[config.mk]
export PLATFORM = sky130hd
export DESIGN_NAME = lbk_pattern_gen
export DESIGN_NICKNAME = d
export VERILOG_FILES = /design/src/rtl/lbk_pattern_gen.sv
export SDC_FILE = /design/constraint.sdc
export NUM_CORES = 1
export LEC_CHECK = 0
export BUFFER_PORTS_ARGS = -buffer_cell sky130_fd_sc_hd__buf_2
export CAP_MARGIN = 40
export CORE_ASPECT_RATIO = 1.4
export CORE_MARGIN = 2
export CORE_UTILIZATION = 40
export DETAILED_ROUTE_END_ITERATION = 12
export GPL_TIMING_DRIVEN = 0
export PLACE_DENSITY = 0.65
export SLEW_MARGIN = 20
export SYNTH_ARGS = -nofsm -noshare
export SYNTH_HDL_FRONTEND = slang
export SYNTH_SLANG_ARGS = --single-unit
[constraint.sdc]
create_clock -name clk -period 3.85 [get_ports clk]
set_input_delay 0 -clock clk [delete_from_list [all_inputs] [get_ports clk]]
set_output_delay 0 -clock clk [all_outputs]
set_load 0.02 [all_outputs]
[src/rtl/lbk_pattern_gen.sv]
module lbk_pattern_gen #(
  parameter int HALF_W = 16
) (
  input  logic                clk,
  input  logic                rst_n,
  input  logic [1:0]          pat_sel,
  input  logic                gen_en,
  input  logic                out_ready,
  output logic                out_valid,
  output logic [2*HALF_W-1:0] out_data,
  output logic [3:0]          out_kflag
);
  localparam logic [7:0] CH_D2_5  = 8'hA2;
  localparam logic [7:0] CH_D24_3 = 8'h78;
  localparam logic [7:0] CH_D10_2 = 8'h4A;
  localparam logic [7:0] CH_K28_5 = 8'hBC;

  logic [HALF_W-1:0] count_q;
  logic              valid_q;
  logic              fire;

  assign fire      = valid_q && out_ready;
  assign out_valid = valid_q;

  always_ff @(posedge clk or negedge rst_n) begin
    if (!rst_n) begin
      valid_q <= 1'b0;
      count_q <= '0;
    end else begin
      valid_q <= gen_en;
      if (!gen_en)
        count_q <= '0;
      else if (fire && pat_sel == 2'b11)
        count_q <= count_q + 1'b1;
    end
  end

  always_comb begin
    out_kflag = 4'b0000;
    unique case (pat_sel)
      2'b00: out_data = {4{CH_D2_5}};
      2'b01: out_data = {4{CH_D24_3}};
      2'b10: begin
        out_data  = {CH_K28_5, {3{CH_D10_2}}};
        out_kflag = 4'b1000;
      end
      default: out_data = {count_q, count_q};
    endcase
  end

  AST_IDLE_NO_VALID: assert property (@(posedge clk) disable iff (!rst_n)
    !gen_en |=> !out_valid);
  AST_START_VALID: assert property (@(posedge clk) disable iff (!rst_n)
    gen_en |=> out_valid);
  AST_HALVES_MATCH: assert property (@(posedge clk) disable iff (!rst_n)
    (out_valid && pat_sel == 2'b11) |-> (out_data[31:16] == out_data[15:0]));
  AST_KFLAG_LANE3: assert property (@(posedge clk) disable iff (!rst_n)
    out_valid |-> (out_kflag == ((pat_sel == 2'b10) ? 4'b1000 : 4'b0000)));
  AST_COUNT_STEP: assert property (@(posedge clk) disable iff (!rst_n)
    (fire && gen_en && pat_sel == 2'b11) |=>
      (!gen_en || pat_sel != 2'b11 || out_data[15:0] == $past(out_data[15:0]) + 16'd1));
  AST_STALL_HOLD: assert property (@(posedge clk) disable iff (!rst_n)
    (out_valid && !out_ready && gen_en) |=>
      (!gen_en || !$stable(pat_sel) || $stable(out_data)));
  AST_RESTART_ZERO: assert property (@(posedge clk) disable iff (!rst_n)
    ($rose(out_valid) && pat_sel == 2'b11) |-> (out_data == '0));
endmodule

Word level (Yosys, flattened, before mapping)

Index checks and enable logic that the tools add are counted.

Reduce and logical (&&, ||, !) cells: 3
Muxes and demuxes: 4
Equal/unequal tests: 4
Add/sub/neg operators: 1

Operator list:

| operator              | count |
|---|---|
| $pmux 32 s3           | 1 |
| $mux 16               | 2 |
| $add 16x1->16 const B | 1 |
| $eq 2x2->1 const B    | 2 |
| $mux 4                | 1 |
| $eq 2x1->1 const B    | 1 |
| $logic_and 1x1->1     | 2 |
| $logic_not 2->1       | 1 |
| $ne 2x1->1 const B    | 1 |

Output and inout port bits: 37
Logic and storage cells: 14
Bits of input ports: 6
Flip-flop bits (word level): 17

Logic depth before layout (Yosys ltp)

Gate-level depths: netlist of run 1.

Depth after elaboration: 4
Gate-level depth with buffers: 5
Depth with buffers taken out: 5

Least setup slack after synthesis of run 1

OpenSTA, ideal clock, no wires.

Kind: register to register
From: reg count_q[0]
To: reg count_q[12]
Period minus slack after synthesis: 1.709 ns
Slack: 2.141 ns
Stages on the path, launching flop included: 6
Path buffers: 0
Arrival: 1.632 ns
Setup time: 0.077 ns
Data required time: 3.773 ns
Cell sequence: dfrtp_1 -> ha_1 -> nand4_2 -> or3_4 -> or4_1 -> a21oi_1

Word-level cells in the longest chain between the ends: 3

Ends and longest elaborated chain:

| element                | line | text |
|---|---|---|
| from (decl)            | 18   | `logic [HALF_W-1:0] count_q;` |
| from (signal assigned) | 34   | `count_q <= count_q + 1'b1;` |
| $add 16x1->16          | 34   |  |
| $mux 16                | 33   | `else if (fire && pat_sel == 2'b11)` |
| $mux 16                | 31   | `if (!gen_en)` |

No other way between the ends. The select of a mux whose other input is x is not followed.
A chain may end at the register's enable or synchronous reset.

Final worst setup path of run 1

Same ends and word-level chain as after synthesis.

==> flow_metrics.py, run 1 <==
metrics = {
    "global_route": {
        "grt_pass1_wl_um": 4570,
        "grt_use_total_pct": 17.3,
        "grt_antenna_before_repair": 0,
        "grt_start_max_net_pins": 18,
        "gr-total-overflow": 0,
        "grt_pass1_vias": 1029,
    },
    "layout": {
        "nets": 211,
        "n_fill_cell": 269,
        "ff_latch_area_um2": 425,
        "drive_gt1_share_pct": 29.8,
        "syn2layout_area_growth_pct": 26.2,
        "multi_input_area_um2": 638,
        "n_antenna_cell": 0,
    },
    "routing": {
        "drcViolationCount": 0,
        "met2_length_um": 1470,
        "vias_per_cell": 4.82,
        "post_drt_wl_per_cell_um": 11.7,
        "drtPass1Iterations": 4,
        "ant_nets": 0,
        "vias": 1132,
        "met3_length_um": 197,
        "met1_length_um": 1090,
        "wl_um": 2760,
        "drtIter0Drc": 57,
        "topRoutingLayerUsed": "met3",
    },
    "synthesis": {
        "synth-xor-area-share_pct": 6.58,
        "syn_area_um2": 1200,
        "yosys.cell_types.count": 26,
        "synth_common_cells": "nand2_1 (33), dfrtp_1 (17), nor2_1 (14)",
        "yosys.area_share.simple_pct": 32.2,
        "seq_area_frac_synth_pct": 35.5,
        "ys_warn_count": 0,
        "yosysMostFrequentCell": "nand2_1",
        "synth_compound_area_share_pct": 3.97,
        "synth_top_flop_cell": "dfrtp_1",
        "yosysTopAreaCell": "dfrtp_1",
        "synth_top_family_by_area": "simple AND/OR/NAND/NOR gates",
        "synthAdderAreaFrac_pct": 6.26,
        "syn-instance-count": 151,
        "synth.area.mux_share_pct": 3.34,
        "synth_top_cell_area_share_pct": 35.5,
        "avgSynthCellArea_um2": 7.94,
        "synth_seq_cells": 17,
        "synth-async-reset-ratio_pct": 100,
        "synth-edff-count": 0,
        "synthTopCellsByArea": "dfrtp_1 (35%), nand2_1 (10%), buf_4 (8.1%)",
    },
    "floorplan": {
        "fp.dieW_um": 50.3,
        "io_pins": 43,
        "die_y_um": 68.8,
        "coreArea_um2": 2850,
        "dieArea_um2": 3460,
        "start_util_pct": 42.1,
        "rows": 23,
    },
    "sta": {
        "clock.fmax_mhz": 527,
        "fin_crit_sh_pct": 49.3,
        "setup_viol": 0,
        "finalClockSkew_ns": 0.00329,
        "setup_slack_ns": 1.95,
        "drv_slew": 0,
        "rsz0062_at_grt": "no",
        "finalSetupTns_ns": 0,
        "hold_viol": 0,
        "period_minus_slack_ns": 1.90,
    },
    "power_and_ir_drop": {
        "seq_power_share_pct": 44.2,
        "p_comb_share_pct": 24.4,
        "internal-power_w": 0.000288,
        "clkPwrFrac_pct": 31.5,
        "leakagePower_nw": 0.818,
        "switching_power_w": 0.000121,
        "switching_share_pct": 29.6,
        "power.density_nw_per_um2": 270,
        "max-vdd-ir-drop_mv": 0.192,
    },
    "cts": {
        "cts_tree": "built",
        "htreeDepth": 1,
        "cts_buffers": 3,
        "cts_root_buffer": "clkbuf_8",
        "cts.sink_count": 17,
        "clockBufferDepth": 2,
        "clk_latency_ns": 0.25,
        "cts.clk_slew.worst_paths_ns": 0.06,
        "post-cts-setup-buffers": 0,
    },
    "worst_setup_path": {
        "crit_chain": "ha_1, nand4_2, or3_4, or4_1, a21oi_1",
        "critPathKind": "reg -> reg",
        "cp_max_fo": 7,
        "critPathLaunchType": "flop",
        "crit_arrival_ns": 2.07,
        "crit_slowest_cell": "or4_1",
        "cp_slowest_stage_delay_ns": 0.47,
        "required_ns": 4.02,
        "crit_path_end_kind": "flop",
    },
    "placed_design": {
        "port_buffers": 39,
        "post-place-ws_ns": 1.97,
        "dp_hpwl_um": 2240,
        "gp_congestion": 0.766,
    },
    "outcome": {
        "status": "complete, no violations",
    },
    "hold_path": {
        "min_path_type": "in -> async",
    },
    "flow_run": {
        "drv_cap": 0,
    },
}
## per-stage QoR
| stage | total power, W | instances | util (%) | hold slack [ns] | cell area, µm² |
|---|---|---|---|---|---|
| finish | 0.000409 | 235 | 53.1 | 0.201 | 1510 |
| global route | 0.000430 | 235 | 53.1 | 0.244 | 1510 |
| CTS | 0.000413 | 235 | 53.1 | 0.216 | 1510 |
| detailed placement | 0.000283 | 229 | 50.8 | -0.0605 | 1450 |
| global placement | 0.000282 | 229 | 50.8 | -0.0567 | 1450 |
| floorplan | 0.000249 | 153 | - | -0.296 | 1210 |
## cells in the final DEF (no fill, tap or decap), drive strengths merged
cell	count
ha	6
inv	9
and2	3
o21ai	3
xnor2	8
nor4	3
nor3	5
buf	52
or3	3
nand4	4
dfrtp	17
conb	3
mux2i	4
nor2	14
o31ai	1
nand3	8
a21oi	5
xor2	1
or4	1
nand2b	6
dlygate4sd3	2
clkbuf	7
nand2	33
## worst paths after layout
check | to | from | slack, ns | depth (start not counted)
hold reg to reg | count_q[13]$_DFFE_PN0P_ | count_q[13]$_DFFE_PN0P_ | 0.55 | 2
max in group asynchronous | count_q[14]$_DFFE_PN0P_ | rst_n | 3.37 | 2
min in group clk | count_q[2]$_DFFE_PN0P_ | out_ready | 0.24 | 4
setup reg to reg | count_q[12]$_DFFE_PN0P_ | count_q[0]$_DFFE_PN0P_ | 1.95 | 5
hold / removal | count_q[6]$_DFFE_PN0P_ | rst_n | 0.20 | 2
setup / recovery | count_q[12]$_DFFE_PN0P_ | count_q[0]$_DFFE_PN0P_ | 1.95 | 5
## repair_timing
action / CTS / global route
gates resized for setup: 0 / 0
endpoints found under the hold margin: 18 / 0
hold buffers: 2 / 0
## power by group through the flow
stage / clock network, W / registers (W) / logic (W)
2_1_floorplan: 0 / 0.000184 / 0.0000643
3_3_place_gp: 0 / 0.000184 / 0.0000981
3_5_place_dp: 0 / 0.000184 / 0.0000991
4_1_cts: 0.000132 / 0.000181 / 0.000101
5_1_grt: 0.000140 / 0.000181 / 0.000109
6_report: 0.000129 / 0.000181 / 0.0000997
## sequential cells by signal (all words and copies together) (netlist names)
| register | flops |
|---|---|
| count_q | 16 |
| out_valid | 1 |
## cell families (layout without fill, tap and decap cells)
kind of cell | count (synthesis) | after routing
AOI/OAI and AO/OA | 9 | 9
muxes | 4 | 4
buffers and inverters | 25 | 70
adders and majority gates | 6 | 6
other | 1 | 3
xor gates and xnor gates | 9 | 9
DFF | 17 | 17
and+or+nand+nor | 80 | 80
## cell type report
cell class              count  share of cell area, %
well taps                  37                   3.06
flip-flops and latches     17                   28.1
plain buffers              16                   7.20
repair buffers             41                   14.2
clock buffers               4                   2.98
inverters                   9                   2.23
multi-input cells         111                   42.2
## routing by layer
metal  GRT usage [%]  vias up
met5               0        -
met4            5.90        0
met3            2.16        0
met2            32.4       52
met1            20.3      509
li1                -      571
## critical path: cells and delay by family (launching register included)
family	cells	cell delay [ns]
adder cells (fa/ha/maj)	1	0.19
AND/OR/NAND/NOR	3	1.07
AO/OA/AOI/OAI	1	0.15
flip-flops	1	0.41
(Power assumes the default switching activity.)
==> run 2: changes to the inputs <==
- clock period: 3.85 -> 1.8 ns (I/O delays scaled with it)
==> run 2 against run 1 <==
Effect of this change: combinational power grew 120%; fmax grew 8.7%; clock skew grew 0.0013 ns; global-route usage is essentially flat; clock power grew 110%; setup slack lost 1.9 ns; worst hold slack lost 0.00055 ns; critical endpoint unchanged.
==> flow_metrics.py, run 2 (synthesized netlist as in run 1, its figures left out) <==
metrics = {
    "worst_setup_path": {
        "crit_chain": "ha_2, nand4_4, or3_4, or4_1, a21oi_1",
        "r2r_slack_ns": 0.05,
        "critPathCapture": "count_q[12]$_DFFE_PN0P_",
        "crit_family": "simple AND/OR/NAND/NOR gates",
        "cp_slowest_stage_delay_ns": 0.48,
        "required_ns": 1.97,
        "setup.worst_path.start": "count_q[1]$_DFFE_PN0P_",
        "crit_path_end_kind": "flop",
        "path_buf_inv": 0,
        "cp_max_fo": 5,
        "cp.depth": 5,
        "reg2reg_from": "count_q[1]$_DFFE_PN0P_",
        "critPathLaunchType": "flop",
        "r2r_end": "count_q[12]$_DFFE_PN0P_",
        "crit_slowest_cell": "or4_1",
        "critPathKind": "reg -> reg",
        "ff2ff_path_depth": 5,
        "crit_arrival_ns": 1.91,
    },
    "global_route": {
        "grt_pass1_vias": 1041,
        "grt_pass1_wl_um": 4600,
        "gr-total-overflow": 0,
        "grt_antenna_before_repair": 0,
        "grt_use_total_pct": 17.4,
        "grt_start_max_net_pins": 18,
    },
    "cts": {
        "cts.clk_slew.worst_paths_ns": 0.06,
        "clockBufferDepth": 2,
        "htreeDepth": 1,
        "cts_root_buffer": "clkbuf_8",
        "cts_tree": "built",
        "cts.sink_count": 17,
        "cts_buffers": 3,
        "clk_latency_ns": 0.25,
    },
    "floorplan": {
        "rows": 23,
        "fp.dieW_um": 50.3,
        "die_y_um": 68.8,
        "coreArea_um2": 2850,
        "dieArea_um2": 3460,
        "start_util_pct": 42.1,
        "io_pins": 43,
    },
    "layout": {
        "largest_reg_flops": 16,
        "n_fill_cell": 264,
        "nets": 217,
        "final_cell_mix": "buf_2 (39), nand2_1 (33), buf_4 (19)",
        "syn2layout_area_growth_pct": 30.9,
        "final_common_cell": "buf_2",
        "drive_gt1_share_pct": 32.4,
        "final_cells": 241,
        "largest-register": "count_q",
        "n_antenna_cell": 0,
    },
    "routing": {
        "ant_nets": 0,
        "drtPass1Iterations": 4,
        "post_drt_wl_per_cell_um": 12.0,
        "drcViolationCount": 0,
        "vias": 1169,
        "drtIter0Drc": 38,
        "wl_um": 2880,
        "vias_per_cell": 4.85,
    },
    "flow_run": {
        "drv_cap": 0,
    },
    "power_and_ir_drop": {
        "max-vdd-ir-drop_mv": 0.408,
        "internal-power_w": 0.000617,
        "switching_share_pct": 29.7,
        "seq_power_share_pct": 44.0,
        "leakagePower_nw": 0.842,
        "switching_power_w": 0.000261,
        "clkPwrFrac_pct": 31.4,
        "p_comb_share_pct": 24.7,
        "power.density_nw_per_um2": 560,
    },
    "placed_design": {
        "dp_hpwl_um": 2240,
        "post-place-ws_ns": -0.0814,
        "gp_congestion": 0.766,
        "place_inst": 229,
        "port_buffers": 39,
    },
    "sta": {
        "hold_viol": 0,
        "period_minus_slack_ns": 1.75,
        "drv_slew": 0,
        "setup_slack_ns": 0.0542,
        "fin_crit_sh_pct": 97.0,
        "finalClockSkew_ns": 0.00455,
        "clock.fmax_mhz": 573,
        "setup_viol": 0,
    },
    "hold_path": {
        "min_path_type": "in -> async",
    },
    "outcome": {
        "status": "complete, no violations",
    },
}
[run 2: cell types whose count changed in the layout (fill, tap and decap cells not counted)]
cell / before / now
nand4_2: 1 / 0
ha_1: 6 / 5
buf_4: 13 / 19
nand4_4: 0 / 1
ha_2: 0 / 1
[run 2: worst register-to-register path, delay by kind of cell (launching register included)]
family          cells  cell delay [ns]
simple gates        3             0.98
flops               1             0.36
compound gates      1             0.14
fa+ha+maj           1             0.20
[run 2: area by class of cell]
type / count / area (µm²) / area share (%)
plain buffers: 16 / 109 / 6.94
clock buffers: 4 / 45.0 / 2.87
inverters: 9 / 33.8 / 2.15
multi-input cells: 111 / 649 / 41.4
flip-flops and latches: 17 / 425 / 27.1
well taps: 37 / 46.3 / 2.95
repair buffers: 47 / 260 / 16.6
[run 2: worst min-delay path by stage]
stage	from	endpoint	slack, ns	depth (start not counted)
final	rst_n	count_q[6]$_DFFE_PN0P_	0.20	2
after global routing	rst_n	count_q[6]$_DFFE_PN0P_	0.24	2
after CTS	out_ready	count_q[2]$_DFFE_PN0P_	0.19	4
after detailed placement	rst_n	count_q[6]$_DFFE_PN0P_	-0.06	1
after global placement	rst_n	count_q[7]$_DFFE_PN0P_	-0.06	1
after floorplan	rst_n	count_q[0]$_DFFE_PN0P_	-0.30	0
[run 2: power groups by stage]
stage               Sequential (W)  Clock [W]  Combinational (W)
floorplan                 0.000395          0           0.000137
global placement          0.000393          0           0.000210
detailed placement        0.000393          0           0.000212
CTS                       0.000386   0.000282           0.000219
global route              0.000386   0.000300           0.000236
finish                    0.000386   0.000275           0.000216
[run 2: routing by layer]
layer / GRT usage [%] / wire length (µm) / vias to the layer above
li1: - / - / 586
met2: 32.4 / 1530 / 45
met3: 2.16 / 170 / 4
met4: 5.90 / 27 / 0
met1: 20.4 / 1160 / 534
met5: 0 / 0 / -
[run 2: repair_timing]
item / in CTS / in global routing
setup endpoints to repair: 1 / 1
resized for setup: 2 / 0
pin swaps: 0 / 1
setup buffers: 2 / 4
hold endpoints to repair: 18 / 0
hold buffers: 2 / 0
[run 2: metrics by stage]
step           power, W  TNS (ns)  utilization (%)  area (µm²)  hold slack (ns)
2_1_floorplan  0.000532         0                -        1210           -0.296
3_3_place_gp   0.000603   -0.0672             50.8        1450          -0.0567
3_5_place_dp   0.000605   -0.0814             50.8        1450          -0.0605
4_1_cts        0.000887         0             54.0        1540            0.195
5_1_grt        0.000923   -0.0207             55.1        1570            0.244
6_report       0.000878         0             55.1        1570            0.200
